--- config.mk ---
export PLATFORM = sky130hd
export DESIGN_NAME = store_wbuf
export DESIGN_NICKNAME = d
export VERILOG_FILES = /design/src/rtl/wbuf_pkg.sv /design/src/rtl/wb_entry.sv /design/src/rtl/wb_ctrl.sv /design/src/rtl/wb_drain.sv /design/src/rtl/store_wbuf.sv
export SDC_FILE = /design/constraint.sdc
export NUM_CORES = 1
export LEC_CHECK = 0
export BUFFER_PORTS_ARGS = -buffer_cell sky130_fd_sc_hd__buf_2
export CAP_MARGIN = 15
export CORE_AREA = 5 5 215 217
export DETAILED_ROUTE_END_ITERATION = 7
export DIE_AREA = 0 0 220 222
export SYNTH_ARGS = -nofsm -noshare
export SYNTH_HDL_FRONTEND = slang
export SYNTH_HIERARCHICAL = 1
export SYNTH_SLANG_ARGS = --single-unit
--- constraint.sdc ---
create_clock -name clk -period 8.4 [get_ports clk]
set_clock_uncertainty 0.15 [all_clocks]
set_input_delay 2.52 -clock clk [delete_from_list [all_inputs] [get_ports clk]]
set_output_delay 2.52 -clock clk [all_outputs]
set_load 0.02 [all_outputs]
--- src/rtl/wbuf_pkg.sv ---
package wbuf_pkg;

    localparam int ADDR_W     = 32;
    localparam int DATA_W     = 32;
    localparam int LINE_BYTES = 16;
    localparam int N_ENT      = 2;

    localparam int BE_W      = DATA_W / 8;
    localparam int WORDS     = LINE_BYTES / BE_W;
    localparam int OFF_W     = $clog2(LINE_BYTES);
    localparam int LANE_W    = $clog2(BE_W);
    localparam int WIDX_W    = OFF_W - LANE_W;
    localparam int TAG_W     = ADDR_W - OFF_W;
    localparam int LINE_BITS = LINE_BYTES * 8;
    localparam int HPTR_W    = $clog2(N_ENT);

    typedef logic [ADDR_W-1:0]     addr_t;
    typedef logic [DATA_W-1:0]     data_t;
    typedef logic [BE_W-1:0]       be_t;
    typedef logic [TAG_W-1:0]      tag_t;
    typedef logic [WIDX_W-1:0]     widx_t;
    typedef logic [LINE_BYTES-1:0] mask_t;
    typedef logic [LINE_BITS-1:0]  line_data_t;
    typedef logic [HPTR_W-1:0]     hptr_t;

    // one offered store
    typedef struct packed {
        addr_t addr;
        data_t data;
        be_t   be;
    } store_t;

    // one word write as it appears on the bus
    typedef struct packed {
        addr_t addr;
        data_t data;
        be_t   be;
    } bus_word_t;

    // result of a search for the next word holding valid bytes
    typedef struct packed {
        logic  found;
        widx_t idx;
    } wsel_t;

    function automatic tag_t tag_of(input addr_t a);
        return a[ADDR_W-1:OFF_W];
    endfunction

    function automatic widx_t widx_of(input addr_t a);
        return a[OFF_W-1:LANE_W];
    endfunction

    // lowest word index at or above 'from' with any valid byte
    function automatic wsel_t find_word(input mask_t m, input int from);
        wsel_t r;
        r = '0;
        for (int w = WORDS - 1; w >= 0; w--) begin
            if (w >= from && (|m[w*BE_W +: BE_W])) begin
                r.found = 1'b1;
                r.idx   = widx_t'(w);
            end
        end
        return r;
    endfunction

    function automatic bus_word_t make_word(input tag_t t, input widx_t idx,
                                            input line_data_t d, input mask_t m);
        bus_word_t r;
        r.addr = {t, idx, {LANE_W{1'b0}}};
        r.data = d[int'(idx)*DATA_W +: DATA_W];
        r.be   = m[int'(idx)*BE_W +: BE_W];
        return r;
    endfunction

endpackage

--- src/rtl/wb_entry.sv ---
module wb_entry
    import wbuf_pkg::*;
(
    input  logic       clk,
    input  logic       rst,
    input  logic       alloc,
    input  logic       merge,
    input  store_t     st,
    input  logic       start,
    input  logic       retire,
    output logic       valid,
    output logic       draining,
    output tag_t       tag,
    output mask_t      mask,
    output line_data_t data
);

    mask_t      nxt_mask;
    line_data_t nxt_data;
    widx_t      w;

    // byte-lane write of the offered store into the line image
    always_comb begin
        w        = widx_of(st.addr);
        nxt_mask = alloc ? '0 : mask;
        nxt_data = alloc ? '0 : data;
        for (int b = 0; b < BE_W; b++) begin
            if (st.be[b]) begin
                nxt_mask[int'(w)*BE_W + b]         = 1'b1;
                nxt_data[(int'(w)*BE_W + b)*8 +: 8] = st.data[b*8 +: 8];
            end
        end
    end

    always_ff @(posedge clk) begin
        if (rst) begin
            valid    <= 1'b0;
            draining <= 1'b0;
            tag      <= '0;
            mask     <= '0;
            data     <= '0;
        end else begin
            if (alloc) begin
                valid    <= 1'b1;
                draining <= 1'b0;
                tag      <= tag_of(st.addr);
                mask     <= nxt_mask;
                data     <= nxt_data;
            end else if (merge) begin
                mask <= nxt_mask;
                data <= nxt_data;
            end
            if (start) begin
                draining <= 1'b1;
            end
            if (retire) begin
                valid    <= 1'b0;
                draining <= 1'b0;
                mask     <= '0;
            end
        end
    end

endmodule

--- src/rtl/wb_ctrl.sv ---
module wb_ctrl
    import wbuf_pkg::*;
(
    input  logic             clk,
    input  logic             rst,
    input  logic             st_valid,
    input  store_t           st,
    input  logic             flush,
    input  logic [N_ENT-1:0] ent_valid,
    input  logic [N_ENT-1:0] ent_drain,
    input  tag_t             ent_tag [N_ENT],
    input  logic             retire_head,
    output logic             stall,
    output logic [N_ENT-1:0] merge_v,
    output logic [N_ENT-1:0] alloc_v,
    output hptr_t            head
);

    logic [N_ENT-1:0] hit;
    logic             has_bytes;
    logic             full;
    logic             take;
    hptr_t            tail;

    always_comb begin
        for (int i = 0; i < N_ENT; i++) begin
            hit[i] = ent_valid[i] && !ent_drain[i] && (ent_tag[i] == tag_of(st.addr));
        end
        has_bytes = |st.be;
        full      = &ent_valid;
        stall     = st_valid && (flush || (has_bytes && !(|hit) && full));
        take      = st_valid && !stall && has_bytes;
        // occupied entries are contiguous from the head, so the tail is head + count
        tail      = head + hptr_t'($countones(ent_valid));
        merge_v   = take ? hit : '0;
        alloc_v   = '0;
        if (take && !(|hit)) begin
            alloc_v[tail] = 1'b1;
        end
    end

    always_ff @(posedge clk) begin
        if (rst) begin
            head <= '0;
        end else if (retire_head) begin
            head <= head + hptr_t'(1);
        end
    end

endmodule

--- src/rtl/wb_drain.sv ---
module wb_drain
    import wbuf_pkg::*;
(
    input  logic       clk,
    input  logic       rst,
    input  logic       head_valid,
    input  logic       head_drain,
    input  logic       head_merge,
    input  tag_t       head_tag,
    input  mask_t      head_mask,
    input  line_data_t head_data,
    input  logic       bus_ack,
    output logic       bus_req,
    output addr_t      bus_addr,
    output data_t      bus_wdata,
    output be_t        bus_be,
    output logic       start,
    output logic       retire
);

    logic      req_q;
    bus_word_t word_q;
    widx_t     cur_q;
    wsel_t     first_w;
    wsel_t     next_w;
    logic      adv;

    always_comb begin
        first_w = find_word(head_mask, 0);
        next_w  = find_word(head_mask, int'(cur_q) + 1);
        // a merge into the head this cycle defers the start by one cycle
        start   = !req_q && head_valid && !head_drain && !head_merge && first_w.found;
        adv     = req_q && bus_ack;
        retire  = adv && !next_w.found;
    end

    always_ff @(posedge clk) begin
        if (rst) begin
            req_q  <= 1'b0;
            word_q <= '0;
            cur_q  <= '0;
        end else if (start) begin
            req_q  <= 1'b1;
            word_q <= make_word(head_tag, first_w.idx, head_data, head_mask);
            cur_q  <= first_w.idx;
        end else if (adv) begin
            if (next_w.found) begin
                word_q <= make_word(head_tag, next_w.idx, head_data, head_mask);
                cur_q  <= next_w.idx;
            end else begin
                req_q <= 1'b0;
            end
        end
    end

    assign bus_req   = req_q;
    assign bus_addr  = word_q.addr;
    assign bus_wdata = word_q.data;
    assign bus_be    = word_q.be;

endmodule

--- src/rtl/store_wbuf.sv ---
module store_wbuf
    import wbuf_pkg::*;
(
    input  logic              clk,
    input  logic              rst,
    input  logic              st_valid,
    input  logic [ADDR_W-1:0] st_addr,
    input  logic [DATA_W-1:0] st_data,
    input  logic [BE_W-1:0]   st_be,
    output logic              st_stall,
    input  logic              flush,
    output logic              wb_empty,
    output logic              bus_req,
    output logic [ADDR_W-1:0] bus_addr,
    output logic [DATA_W-1:0] bus_wdata,
    output logic [BE_W-1:0]   bus_be,
    input  logic              bus_ack
);

    store_t           st;
    logic [N_ENT-1:0] ent_valid;
    logic [N_ENT-1:0] ent_drain;
    tag_t             ent_tag  [N_ENT];
    mask_t            ent_mask [N_ENT];
    line_data_t       ent_data [N_ENT];
    logic [N_ENT-1:0] merge_v;
    logic [N_ENT-1:0] alloc_v;
    logic [N_ENT-1:0] start_v;
    logic [N_ENT-1:0] retire_v;
    hptr_t            head;
    logic             drain_start;
    logic             drain_retire;

    assign st = '{addr: st_addr, data: st_data, be: st_be};

    wb_ctrl u_ctrl (
        .clk         (clk),
        .rst         (rst),
        .st_valid    (st_valid),
        .st          (st),
        .flush       (flush),
        .ent_valid   (ent_valid),
        .ent_drain   (ent_drain),
        .ent_tag     (ent_tag),
        .retire_head (drain_retire),
        .stall       (st_stall),
        .merge_v     (merge_v),
        .alloc_v     (alloc_v),
        .head        (head)
    );

    for (genvar i = 0; i < N_ENT; i++) begin : g_ent
        assign start_v[i]  = drain_start  && (head == hptr_t'(i));
        assign retire_v[i] = drain_retire && (head == hptr_t'(i));

        wb_entry u_entry (
            .clk      (clk),
            .rst      (rst),
            .alloc    (alloc_v[i]),
            .merge    (merge_v[i]),
            .st       (st),
            .start    (start_v[i]),
            .retire   (retire_v[i]),
            .valid    (ent_valid[i]),
            .draining (ent_drain[i]),
            .tag      (ent_tag[i]),
            .mask     (ent_mask[i]),
            .data     (ent_data[i])
        );
    end

    wb_drain u_drain (
        .clk        (clk),
        .rst        (rst),
        .head_valid (ent_valid[head]),
        .head_drain (ent_drain[head]),
        .head_merge (merge_v[head]),
        .head_tag   (ent_tag[head]),
        .head_mask  (ent_mask[head]),
        .head_data  (ent_data[head]),
        .bus_ack    (bus_ack),
        .bus_req    (bus_req),
        .bus_addr   (bus_addr),
        .bus_wdata  (bus_wdata),
        .bus_be     (bus_be),
        .start      (drain_start),
        .retire     (drain_retire)
    );

    assign wb_empty = ~|ent_valid;

endmodule

==> results.ini <==
[setup_path]
start_kind = input port
reg2reg_depth = 8
critPathMaxFanout = 4
critical_path.top_delay_family = compound AO/OA/AOI/OAI gates
cp_num_buf_inv = 2
slowest_stage = nor4_1
arrival_ns = 4.12
path_cells = buf_2 -> xor2_1 -> nor4_1 -> nand4_1 -> o22ai_2 -> o21ai_1 -> buf_2
critical_path_class = input port to primary output
end_kind = primary output
critPathRequiredTime_ns = 5.73
r2r-start = u_ctrl/head
rr_endpoint = u_drain/bus_wdata[29]
crit_path_frequent_cell = buf_2
reg2reg_slack_ns = 3.90
cpPeakStageDelay_ns = 0.37

[pwr]
powerDensity_nw_per_um2 = 206
leakage_nw = 8.83
ir_drop_v = 0.000153

[floorplanning]
die_x_um = 220
start_util_pct = 44.3
ios = 144
fp.dieH_um = 222
dieArea_um2 = 48800
rows = 77
core_area_um2 = 43900

[clocking]
clk_latency_ns = 0.58
cts_tree = done
clk_pin_slew_worst_paths_ns = 0.06
cts-root-buf = clkbuf_16
cts_buffers = 46
cts_post_setup_buffers_inserted = 0
cts_hold_buf = 0
h-tree-depth = 2
cts.sinks = 416
cts_buffer_depth = 3
cts_resized = 0

[detailed_routing]
drtPass1Iterations = 7
detail-route-antenna-nets = 0
routedWlPerCell_um = 21.7
routed_wl_mm = 55.0
drc = 0
vias_per_cell = 5.70
dr.first_iter.drc_count = 994
vias = 14445

[sta]
worst_slack_ns = 1.61
rsz0062_at_grt = false
layout_min_cycle_time_ns = 6.79
relSlewSlack_pct = 19.5
drv_slew = 0
setup_viol = 0
finalHoldViolCount = 0
max_freq_mhz = 147
worst_slew_pin_slew_ns = 1.21
fin_crit_sh_pct = 80.9
finalSetupTns_ns = 0

[outcome]
run_status = finished, final reports clean

[global_route]
grt_pass1_vias = 14368
grt-ovfl-total = 0
grt_start_max_net_pins = 65
grt_pass1_wl_mm = 84.6
track_usage_pct = 22.0
antenna_found_initial = 6

[cells_and_area]
postLayoutCellArea_um2 = 21900
final_common_cell = dfxtp_1
utilization_pct = 49.9
fillCellCount = 4100
final_cell_mix = 415 x dfxtp_1, 171 x nand2_1, 156 x mux2i_1
drive_gt1_share_pct = 24.9
layout.cells.non_filler = 2532
nets = 1986
syn_to_final_growth_pct = 12.5

[place]
dp_slack_ns = 1.63
io_buffer_count = 139
dp_cells = 2445
place_area_um2 = 20400
gp_congestion = 0.898
dp_hpwl_mm = 35.5

[run]
max_cap_violations = 0

[logic_synthesis]
async_reset_ff_share_pct = 0
synth_flop_cell = dfxtp_1
ys_ff_latch = 416
synth_area_leaders = dfxtp_1 43%, mux2i_1 8.0%, mux2_4 7.7%, a22o_1 5.7%, mux2_2 4.4%
synth_area_leader_cell = dfxtp_1
ys_seq_area_share_pct = 42.8
synth_area_um2 = 19500
yosysTopAreaCellShare_pct = 42.8
yosysWarningCount = 6
syn_inst = 1803
synth_edf_count = 0
avgSynthCellArea_um2 = 10.8
synth_cell_types = 83

[worst_hold_path]
hp-start = g_ent[0].u_entry/data[38]
hp-class = register to register
hold-path-endpoint = g_ent[0].u_entry/data[38]
hold_path_depth = 2

[worst min-delay path, stage by stage, from the launching register on]
cell and delay, ns:
dfxtp_1 0.31, nand2_1 0.05, o21ai_1 0.05
[state kept, by name, indices dropped and copies added (netlist names)]
name	count
g_ent.u_entry/data	256
g_ent.u_entry/draining	2
g_ent.u_entry/mask	32
g_ent.u_entry/tag	56
g_ent.u_entry/valid	2
u_ctrl/head	1
u_drain/bus_addr	30
u_drain/bus_be	4
u_drain/bus_req	1
u_drain/bus_wdata	32
[synth_stat cells (11+ instances only)]
library cell and n:
o221ai_1 37, ha_1 12, buf_2 36, xor2_1 56, nor2b_1 59, nand2_1 171, clkbuf_1 18, o21ai_0 61
mux2_4 100, mux2_2 76, o21ai_1 28, a32oi_1 15, dfxtp_1 416, a31oi_4 16, a22oi_1 17, buf_6 32
o2bb2ai_1 21, nand4_1 11, a22o_1 127, a32o_1 17, mux2i_1 156, nor2_1 138, nor4_1 25, nand2b_1 12
buf_4 14
[per-layer routing]
layer / global-route usage (%) / up-vias / wire length (um)
li1: - / 6815 / -
met1: 29.0 / 7022 / 23800
met2: 35.7 / 488 / 25600
met3: 4.70 / 114 / 3860
met4: 7.47 / 6 / 1710
met5: 0 / - / 32
[area by class of cell]
class | instances | area, um2 | share of cell area, %
Clock buffer | 69 | 1380 | 6.29
Timing Repair Buffer | 157 | 850 | 3.88
Clock inverter | 16 | 165 | 0.754
Antenna cell | 2 | 5.00 | 0.0228
Tap cell | 592 | 741 | 3.38
Inverter | 9 | 36.3 | 0.166
Multi-Input combinational cell | 1271 | 10400 | 47.5
Sequential cell | 416 | 8330 | 38.0
[power breakdown]
part / switching, mW / internal, mW
clock network: 0.825 / 1.23
registers: 0.0190 / 1.99
logic: 0.301 / 0.153
[worst max path at each step]
stage	slack, ns	start	cells after the start	endpoint
3_3_place_gp	1.62	st_addr[4]	7	st_stall
6_report	1.61	st_addr[4]	7	st_stall
5_1_grt	1.46	st_addr[23]	7	st_stall
3_5_place_dp	1.63	st_be[1]	12	u_drain/bus_wdata[11]
2_1_floorplan	2.23	st_addr[4]	5	st_stall
4_1_cts	1.65	st_addr[4]	7	st_stall
[cell families (layout without fill, tap and decap cells)]
kind of cell / after synthesis / in the layout / share of synthesized area [%]
AND/OR/NAND/NOR: 475 / 475 / 12.3
flip-flops: 416 / 416 / 42.8
buffers and inverters: 117 / 251 / 4.07
adder cells (fa/ha/maj): 12 / 12 / 0.771
other: 1 / 4 / 0.0193
AO/OA/AOI/OAI: 391 / 391 / 17.3
multiplexers: 332 / 332 / 20.1
XOR/XNOR: 59 / 59 / 2.65
[metrics by stage]
step           total power [mW]  hold WS [ns]
5_1_grt                    4.69         0.316
2_1_floorplan              2.37         0.271
3_3_place_gp               2.51         0.281
6_report                   4.52         0.297
4_1_cts                    4.57         0.300
3_5_place_dp               2.51         0.292
Note: power is estimated with default switching activity, not from simulation.
